--- src/rtl/sdram_tsel_pkg.sv ---
package sdram_tsel_pkg;
  // Timing word field positions
  localparam int F_TRP     = 0;   // 2 bits, clocks-2
  localparam int F_TRCD    = 2;   // 2 bits, clocks-2
  localparam int F_TRAS    = 4;   // 2 bits, clocks-5
  localparam int F_CAS     = 8;   // 0 = 2.0, 1 = 2.5
  localparam int F_RR      = 25;  // fixed one
  localparam int F_RW      = 26;  // 2 bits turnaround
  localparam int F_WR      = 28;  // 2 bits turnaround
  // CAS bitmask positions
  localparam int CAS20_BIT = 2;
  localparam int CAS25_BIT = 3;
  // Longest cycle time usable at 133 MHz
  localparam logic [7:0] TCK_LIMIT = 8'h75;

  typedef enum logic [1:0] {ST_IDLE, ST_COLLECT, ST_FINISH} tsel_state_t;
endpackage

--- src/rtl/tsel_cas_prune.sv ---
module tsel_cas_prune #(
  parameter int CAS_BITS = 7
) (
  input  logic [7:0]          accept,
  input  logic [7:0]          tck_a,
  input  logic [7:0]          tck_b,
  input  logic [7:0]          tck_c,
  output logic [CAS_BITS-1:0] pruned
);
  import sdram_tsel_pkg::*;

  int   top;
  logic found;

  always_comb begin
    top   = 0;
    found = 1'b0;
    for (int i = 0; i < CAS_BITS; i++) begin
      if (accept[i]) begin
        top   = i;
        found = 1'b1;
      end
    end
    pruned = accept[CAS_BITS-1:0];
    for (int i = 0; i < CAS_BITS; i++) begin
      if (found && (i == top)     && (tck_a > TCK_LIMIT)) pruned[i] = 1'b0;
      if (found && (i == top - 1) && (tck_b > TCK_LIMIT)) pruned[i] = 1'b0;
      if (found && (i == top - 2) && (tck_c > TCK_LIMIT)) pruned[i] = 1'b0;
    end
  end
endmodule

--- src/rtl/tsel_quant.sv ---
module tsel_quant #(
  parameter int             NT      = 2,
  parameter logic [NT*8-1:0] THR     = '0,
  parameter logic [7:0]     ERR_THR = 8'hFF
) (
  input  logic [7:0]                 value,
  output logic [$clog2(NT+1)-1:0]    code,
  output logic                       over
);
  localparam int CW = $clog2(NT+1);

  always_comb begin
    code = '0;
    for (int i = 0; i < NT; i++) begin
      if (value > THR[i*8 +: 8]) code = code + CW'(1);
    end
    over = (value > ERR_THR);
  end
endmodule

--- src/rtl/sdram_timing_sel.sv ---
module sdram_timing_sel #(
  parameter int N_DIMM   = 2,
  parameter int CAS_BITS = 7,
  parameter int WORD_W   = 32
) (
  input  logic              clk,
  input  logic              rst,
  input  logic              start,
  input  logic [N_DIMM-1:0] usable,
  input  logic              rec_valid,
  output logic              rec_ready,
  input  logic [7:0]        rec_cas,
  input  logic [7:0]        rec_tck_a,
  input  logic [7:0]        rec_tck_b,
  input  logic [7:0]        rec_tck_c,
  input  logic [7:0]        rec_trp,
  input  logic [7:0]        rec_trcd,
  input  logic [7:0]        rec_tras,
  output logic              done,
  output logic              err,
  output logic [WORD_W-1:0] timing
);
  import sdram_tsel_pkg::*;

  localparam int SLOT_W = (N_DIMM > 1) ? $clog2(N_DIMM) : 1;
  localparam logic [SLOT_W-1:0] LAST_SLOT = SLOT_W'(N_DIMM - 1);
  localparam logic [CAS_BITS-1:0] CAS_INIT =
    CAS_BITS'((1 << CAS20_BIT) | (1 << CAS25_BIT));

  tsel_state_t         state;
  logic [N_DIMM-1:0]   mask_q;
  logic [SLOT_W-1:0]   slot_q;
  logic [CAS_BITS-1:0] sys_cas;
  logic [7:0]          worst_q [3];   // 0: row precharge, 1: ras-to-cas, 2: active time
  logic                idle;
  logic                take;
  logic [CAS_BITS-1:0] rec_pruned;
  logic [7:0]          rec_val [3];

  assign idle      = (state == ST_IDLE);
  assign rec_ready = (state == ST_COLLECT);
  assign take      = rec_valid && rec_ready;
  assign rec_val[0] = rec_trp;
  assign rec_val[1] = rec_trcd;
  assign rec_val[2] = rec_tras;

  tsel_cas_prune #(.CAS_BITS(CAS_BITS)) u_prune (
    .accept (rec_cas),
    .tck_a  (rec_tck_a),
    .tck_b  (rec_tck_b),
    .tck_c  (rec_tck_c),
    .pruned (rec_pruned)
  );

  // Clock-count quantizers: two 0.25 ns delays share thresholds
  logic [1:0] q_code [3];
  logic       q_over [3];

  for (genvar g = 0; g < 2; g++) begin : g_qtr
    tsel_quant #(.NT(2), .THR({8'd90, 8'd60}), .ERR_THR(8'd120)) u_q (
      .value (worst_q[g]),
      .code  (q_code[g]),
      .over  (q_over[g])
    );
  end

  tsel_quant #(.NT(3), .THR({8'd52, 8'd45, 8'd37}), .ERR_THR(8'd60)) u_q_ras (
    .value (worst_q[2]),
    .code  (q_code[2]),
    .over  (q_over[2])
  );

  logic              cas20, cas25, fin_err;
  logic [1:0]        turn;
  logic [WORD_W-1:0] fin_word;

  always_comb begin
    cas20   = sys_cas[CAS20_BIT];
    cas25   = sys_cas[CAS25_BIT];
    fin_err = !(cas20 || cas25) || q_over[0] || q_over[1] || q_over[2];
    turn    = cas20 ? 2'd2 : 2'd1;
    fin_word = '0;
    fin_word[F_TRP  +: 2] = q_code[0];
    fin_word[F_TRCD +: 2] = q_code[1];
    fin_word[F_TRAS +: 2] = q_code[2];
    fin_word[F_CAS]       = !cas20;
    fin_word[F_RR]        = 1'b1;
    fin_word[F_RW   +: 2] = turn;
    fin_word[F_WR   +: 2] = turn;
  end

  always_ff @(posedge clk) begin
    if (rst) begin
      state   <= ST_IDLE;
      mask_q  <= '0;
      slot_q  <= '0;
      sys_cas <= CAS_INIT;
      for (int k = 0; k < 3; k++) worst_q[k] <= '0;
      done    <= 1'b0;
      err     <= 1'b0;
      timing  <= '0;
    end else begin
      done <= 1'b0;
      case (state)
        ST_IDLE: begin
          if (start) begin
            mask_q  <= usable;
            slot_q  <= '0;
            sys_cas <= CAS_INIT;
            for (int k = 0; k < 3; k++) worst_q[k] <= '0;
            if (usable == '0) begin
              done   <= 1'b1;
              err    <= 1'b1;
              timing <= '0;
            end else begin
              state <= ST_COLLECT;
            end
          end
        end
        ST_COLLECT: begin
          if (take) begin
            if (mask_q[slot_q]) begin
              sys_cas <= sys_cas & rec_pruned;
              for (int k = 0; k < 3; k++)
                if (rec_val[k] > worst_q[k]) worst_q[k] <= rec_val[k];
            end
            if (slot_q == LAST_SLOT) state <= ST_FINISH;
            else slot_q <= slot_q + SLOT_W'(1);
          end
        end
        default: begin
          done   <= 1'b1;
          err    <= fin_err;
          timing <= fin_err ? '0 : fin_word;
          state  <= ST_IDLE;
        end
      endcase
    end
  end
endmodule

--- config.mk ---
export PLATFORM = sky130hd
export DESIGN_NAME = sdram_timing_sel
export DESIGN_NICKNAME = d
export VERILOG_FILES = /design/src/rtl/sdram_tsel_pkg.sv /design/src/rtl/tsel_cas_prune.sv /design/src/rtl/tsel_quant.sv /design/src/rtl/sdram_timing_sel.sv
export SDC_FILE = /design/constraint.sdc
export NUM_CORES = 1
export LEC_CHECK = 0
export BUFFER_PORTS_ARGS = -buffer_cell sky130_fd_sc_hd__clkbuf_2
export CORE_MARGIN = 4
export CORE_UTILIZATION = 52
export CTS_CLUSTER_DIAMETER = 50
export DETAILED_ROUTE_END_ITERATION = 12
export PLACE_DENSITY_LB_ADDON = 0.1
export SYNTH_ARGS = -nofsm -noshare
export SYNTH_HDL_FRONTEND = slang
export SYNTH_SLANG_ARGS = --single-unit
--- constraint.sdc ---
create_clock -name clk -period 2.35 [get_ports clk]
set_clock_uncertainty 0.05 [all_clocks]
set_input_delay 0.235 -clock clk [delete_from_list [all_inputs] [get_ports clk]]
set_output_delay 0.235 -clock clk [all_outputs]
set_load 0.05 [all_outputs]
Yosys cells after proc, flatten, opt, wreduce, memory -nomap -nowiden
Memories as Yosys holds them, arrays and structs flattened.
Index checks and enable logic that the tools add are counted.
{"block": "word_totals", "reg_bits": 46, "ramBits": 24, "inputBits": 62, "output_inout_bits": 35, "wordCells": 222, "memories": 1}
{"block": "classes", "add_sub_neg": 7, "magnitude_cmp": 17, "n_eq_ne": 25, "n_mux": 97, "n_bitwise": 8, "n_reduce_logical": 60}
{"name": "worst_q", "words": 3, "word_bits": 8, "rd": 3, "rd_ports_with_merged_regs": 0, "write_ports": 3, "line_no": "sdram_timing_sel.sv:34", "text": "logic [7:0] worst_q [3];"}
{"cell": "== test 4 x 32 -> 1 bit (first input constant)", "count": 6}
{"cell": "== test 3 x 32 -> 1 bit (first input constant)", "count": 4}
{"cell": "logical NOT 32 bit", "count": 3}
{"cell": "two-way mux 1 bit", "count": 65}
{"cell": "== test 2 x 32 -> 1 bit (first input constant)", "count": 2}
{"cell": "two-way mux 32 bit", "count": 2}
{"cell": "case mux 32 bit (2 select lines)", "count": 1}
{"cell": "greater-than comparator 8 x 7 -> 1 bit (second input constant)", "count": 7}
{"cell": "greater-than comparator 8 x 6 -> 1 bit (second input constant)", "count": 6}
{"cell": "two-way mux 8 bit", "count": 6}
{"cell": "logical AND 1 bit", "count": 43}
{"cell": "two-way mux 30 bit", "count": 1}
{"cell": "greater-than comparator 8 bit", "count": 3}
{"cell": "two-way mux 2 bit", "count": 11}
{"cell": "two-way mux 7 bit", "count": 3}
{"cell": "case mux 7 bit (2 select lines)", "count": 1}
{"cell": "== test 3 bit (first input constant)", "count": 3}
{"cell": "two-way mux 3 bit", "count": 3}
{"cell": "!= test 2 x 1 -> 1 bit (second input constant)", "count": 4}
{"cell": "AND reduction 4 bit", "count": 2}
{"cell": "AND 7 bit", "count": 1}
{"cell": "adder 1 x 1 -> 2 bit (second input constant)", "count": 3}
{"cell": "== test 2 x 3 -> 1 bit (first input constant)", "count": 2}
{"cell": "OR 1 bit", "count": 6}
{"cell": "other kinds (17)", "count": 26}

Logic depth before layout (Yosys ltp)
{"block": "depth", "ltp_word": 16, "ltp_mapped": 11, "depth_no_buf": 11}

Hierarchy
A second synthesis with hierarchy kept.
{"block": "unflattened", "hier_cells": 350, "hier_area_um2": 3236.9}
{"module": "sdram_timing_sel", "instances": 1, "cells_each": 247, "area_each_um2": 2529.9, "seq_area_each_um2": 1081.0}
{"module": "tsel_cas_prune", "instances": 1, "cells_each": 61, "area_each_um2": 434.2, "seq_area_each_um2": 0.0}
{"module": "tsel_quant at u_q_ras", "instances": 1, "cells_each": 20, "area_each_um2": 140.1, "seq_area_each_um2": 0.0}
{"module": "tsel_quant at g_qtr[0].u_q ...", "instances": 2, "cells_each": 11, "area_each_um2": 66.3, "seq_area_each_um2": 0.0}

Worst setup path after synthesis
OpenSTA, ideal clock, no wires.
{"block": "synth_path", "kind": "reg2reg", "startpoint": "memory worst_q[0][6]", "endpoint": "memory worst_q[1][7] (netlist: worst_q[0][15]) (data pin)", "arrival_ns": 1.808, "required_ns": 2.042, "setup_slack_ns": 0.234, "stages_incl_launch_ff": 8, "path_cell_list": "edfxtp_1 inv_1 ha_1 and4_1 or3_1 a31oi_4 buf_6 a21boi_2"}
{"item": "start, declared", "line_no": "sdram_timing_sel.sv:34"}

==> results.cfg <==
[outcome]
status = finished clean

[logic_synthesis]
ys_ff_latch = 42
synth_area_leaders = edfxtp_1 (24%), ha_1 (12%), dfxtp_1 (12%)
synth_area_leader_cell = edfxtp_1
synth_edf_count = 24
netlist_area_mm2 = 0.003012
ys_types = 55
async_reset_ff_share_pct = 0
synth_top_area_share_pct = 23.93
yosys_warnings = 0
syn_inst = 307
syn_area_per_cell_um2 = 9.810
seq_area_frac_synth_pct = 35.90
synth-main-ff-cell = edfxtp_1

[clock_tree]
cts_tree = done
h-tree-depth = 2
cts_made_buffers = 5
clock_latency_ps = 300
clock_sinks = 42
ctsResizeCount = 0
root_buffer = clkbuf_8
cts_max_path_buffers = 2
holdBufCountCts = 0
cts_setup_buffers = 0
clkTransAtPathRegs_ps = 80

[pwr]
peakVddDrop_mv = 0.3952
combPwrFrac_pct = 23.2
p_int_mw = 1.181
power_leakage_nw = 1.531
clockPowerShare_pct = 27.7
power_frac_seq_pct = 49.1
sw_frac_of_total_pct = 30.52
p_sw_mw = 0.5187
power.density_mw_per_mm2 = 492.8

[sta]
hold_violations = 0
fin_setup_tns_ps = 0
setup_ws_ps = 132.2
rsz0062_at_grt = no
period_share_pct = 94.37
slew_headroom_pct = 52.16
drv_slew = 0
setup_violations = 0
tightest_slew_ps = 715.0
finalCriticalPeriod_ps = 2218
fmax_ghz = 0.4509

[layout]
final_layout_size_suffix_gt1_share_pct = 30.10
areaGrowthSynthToFinish_pct = 14.50
nFillCells = 513
num-nets-final = 473
utilization_pct = 61.86
diodes = 0
register_area_mm2 = 0.001081
multi_input_area_mm2 = 0.001649

[worst_hold_path]
hold_class = input pin to flip-flop
hold_end = mask_q[1]
hold_path_depth = 3
hp-start = usable[1]

[global_route]
grt_max_degree = 19
grtUsageMet2_pct = 32.71
grt_pass1_wl_um = 10490
grt_pass1_vias = 2369
grt.overflow.total = 0
track_usage_pct = 18.27
met3_usage_pct = 5.035
antenna_found_initial = 0
busiest_layer = met2
grt_use_met1_pct = 21.50

[setup_path]
r2r-end = worst_q[0][9]
cp.arrival_ps = 2210
rrSetupSlack_ps = 130
critical_path_class = flip-flop to flip-flop
start_kind = flip-flop
reg2reg_depth = 8
end_kind = flip-flop
r2r_start = worst_q[0][5]
required_ps = 2340
worstPathMaxFanout = 18

[drt]
vias = 2472
antenna_left = 0
avgViaCountPerCell = 5.445
route.detailed.drc = 0
drtIter0Drc = 72
first_pass_iters = 4
wirelength_um = 6456
wire_per_inst_um = 14.22

[die]
start_util_pct = 54.03
core_mm2 = 0.005574
die_h_um = 84.10
num_rows = 27
dieArea_mm2 = 0.007073
io-pin-count = 97
die_w_um = 84.10

[place]
dp_slack_ps = 96.71
hpwl_um = 5103
io_buffers = 71
gp_congestion = 0.7756

[flow_run]
max_cap_viol_count = 0
worst max-delay path by stage:
stage,start,end,cells after the start
6_report,worst_q[0][5],worst_q[0][9],8
5_1_grt,worst_q[0][21],worst_q[0][21],6
4_1_cts,worst_q[0][18],worst_q[0][11],8
3_5_place_dp,worst_q[0][18],worst_q[0][11],8
3_3_place_gp,worst_q[0][6],worst_q[0][9],7
2_1_floorplan,worst_q[0][6],worst_q[0][15],7
power by group through the flow:
stage	sequential [mW]	combinational, mW	clock, mW
after global placement	0.850	0.381	0
after floorplan	0.850	0.302	0
after global routing	0.838	0.441	0.516
after detailed placement	0.851	0.390	0
after CTS	0.834	0.394	0.480
final	0.834	0.395	0.470
Yosys cell counts, drive strengths merged, types with 3 or more instances:
library cell and instances:
a211o 4, a211oi 8, a21boi 21, a21o 3
a21oi 19, a32oi 7, buf 30, dfxtp 18
edfxtp 24, ha 30, inv 31, nand2 7
nand3 6, nand4 4, nor2 26, nor2b 5
nor3 10, o211ai 6, o21ai 12, or3 3
placed cells by master, fill, tap and decap left out, types with 6 or more instances in the layout:
| master | netlist | layout |
|---|---|---|
| o211ai_1 | 6 | 6 |
| nand3_1 | 6 | 6 |
| clkbuf_2 | 0 | 71 |
| dfxtp_1 | 18 | 18 |
| conb_1 | 1 | 20 |
| a21oi_1 | 15 | 15 |
| nor3_1 | 10 | 10 |
| nor2_1 | 25 | 25 |
| o21ai_0 | 12 | 12 |
| nand2_1 | 6 | 6 |
| a21boi_2 | 17 | 17 |
| inv_1 | 31 | 31 |
| edfxtp_1 | 24 | 24 |
| buf_4 | 23 | 7 |
| ha_1 | 30 | 30 |
| a32oi_1 | 7 | 7 |
registers in the layout (all words and copies together) (netlist names):
register  cells
worst_q      24
timing        9
mask_q        2
state         2
sys_cas       2
done          1
err           1
slot_q        1
per-layer routing:
| layer | part of all wire [%] | routed length [um] | vias up |
|---|---|---|---|
| li1 | - | - | 1248 |
| met1 | 43 | 2783 | 1159 |
| met2 | 51 | 3271 | 60 |
| met3 | 5.3 | 345 | 5 |
| met4 | 0.85 | 55 | 0 |
| met5 | 0 | 0 | - |
critical path, stage by stage (launching register included):
cell and delay [ps]:
edfxtp_1 390, inv_1 90, ha_1 240, a211oi_1 210, nor2_1 90, or3_1 370, a31oi_4 220, buf_12 210
a21boi_0 100
layout make-up:
cell class | count | area share [%]
well taps | 72 | 2.612
clock buffers | 8 | 2.431
multi-input cells | 222 | 47.82
inverters | 31 | 3.374
flip-flops and latches | 42 | 31.35
repair buffers | 79 | 12.41
through the flow:
step | hold slack (ps) | instances | instance area, um2 | total power, mW
2_1_floorplan | 331.9 | 326 | 3083 | 1.152
3_3_place_gp | 388.7 | 446 | 3359 | 1.231
3_5_place_dp | 392.3 | 446 | 3359 | 1.240
4_1_cts | 171.1 | 454 | 3443 | 1.708
5_1_grt | 167.4 | 454 | 3448 | 1.795
6_report | 180.6 | 454 | 3448 | 1.699
logic make-up after synthesis:
kind of cell	share of synthesized area, %
mux	1.039
fa+ha+maj	12.46
buf+inv	11.88
other cells	0.1245
flops	35.90
simple gates	13.05
compound gates	25.55
No activity file was read; power rests on OpenSTA's default activity.
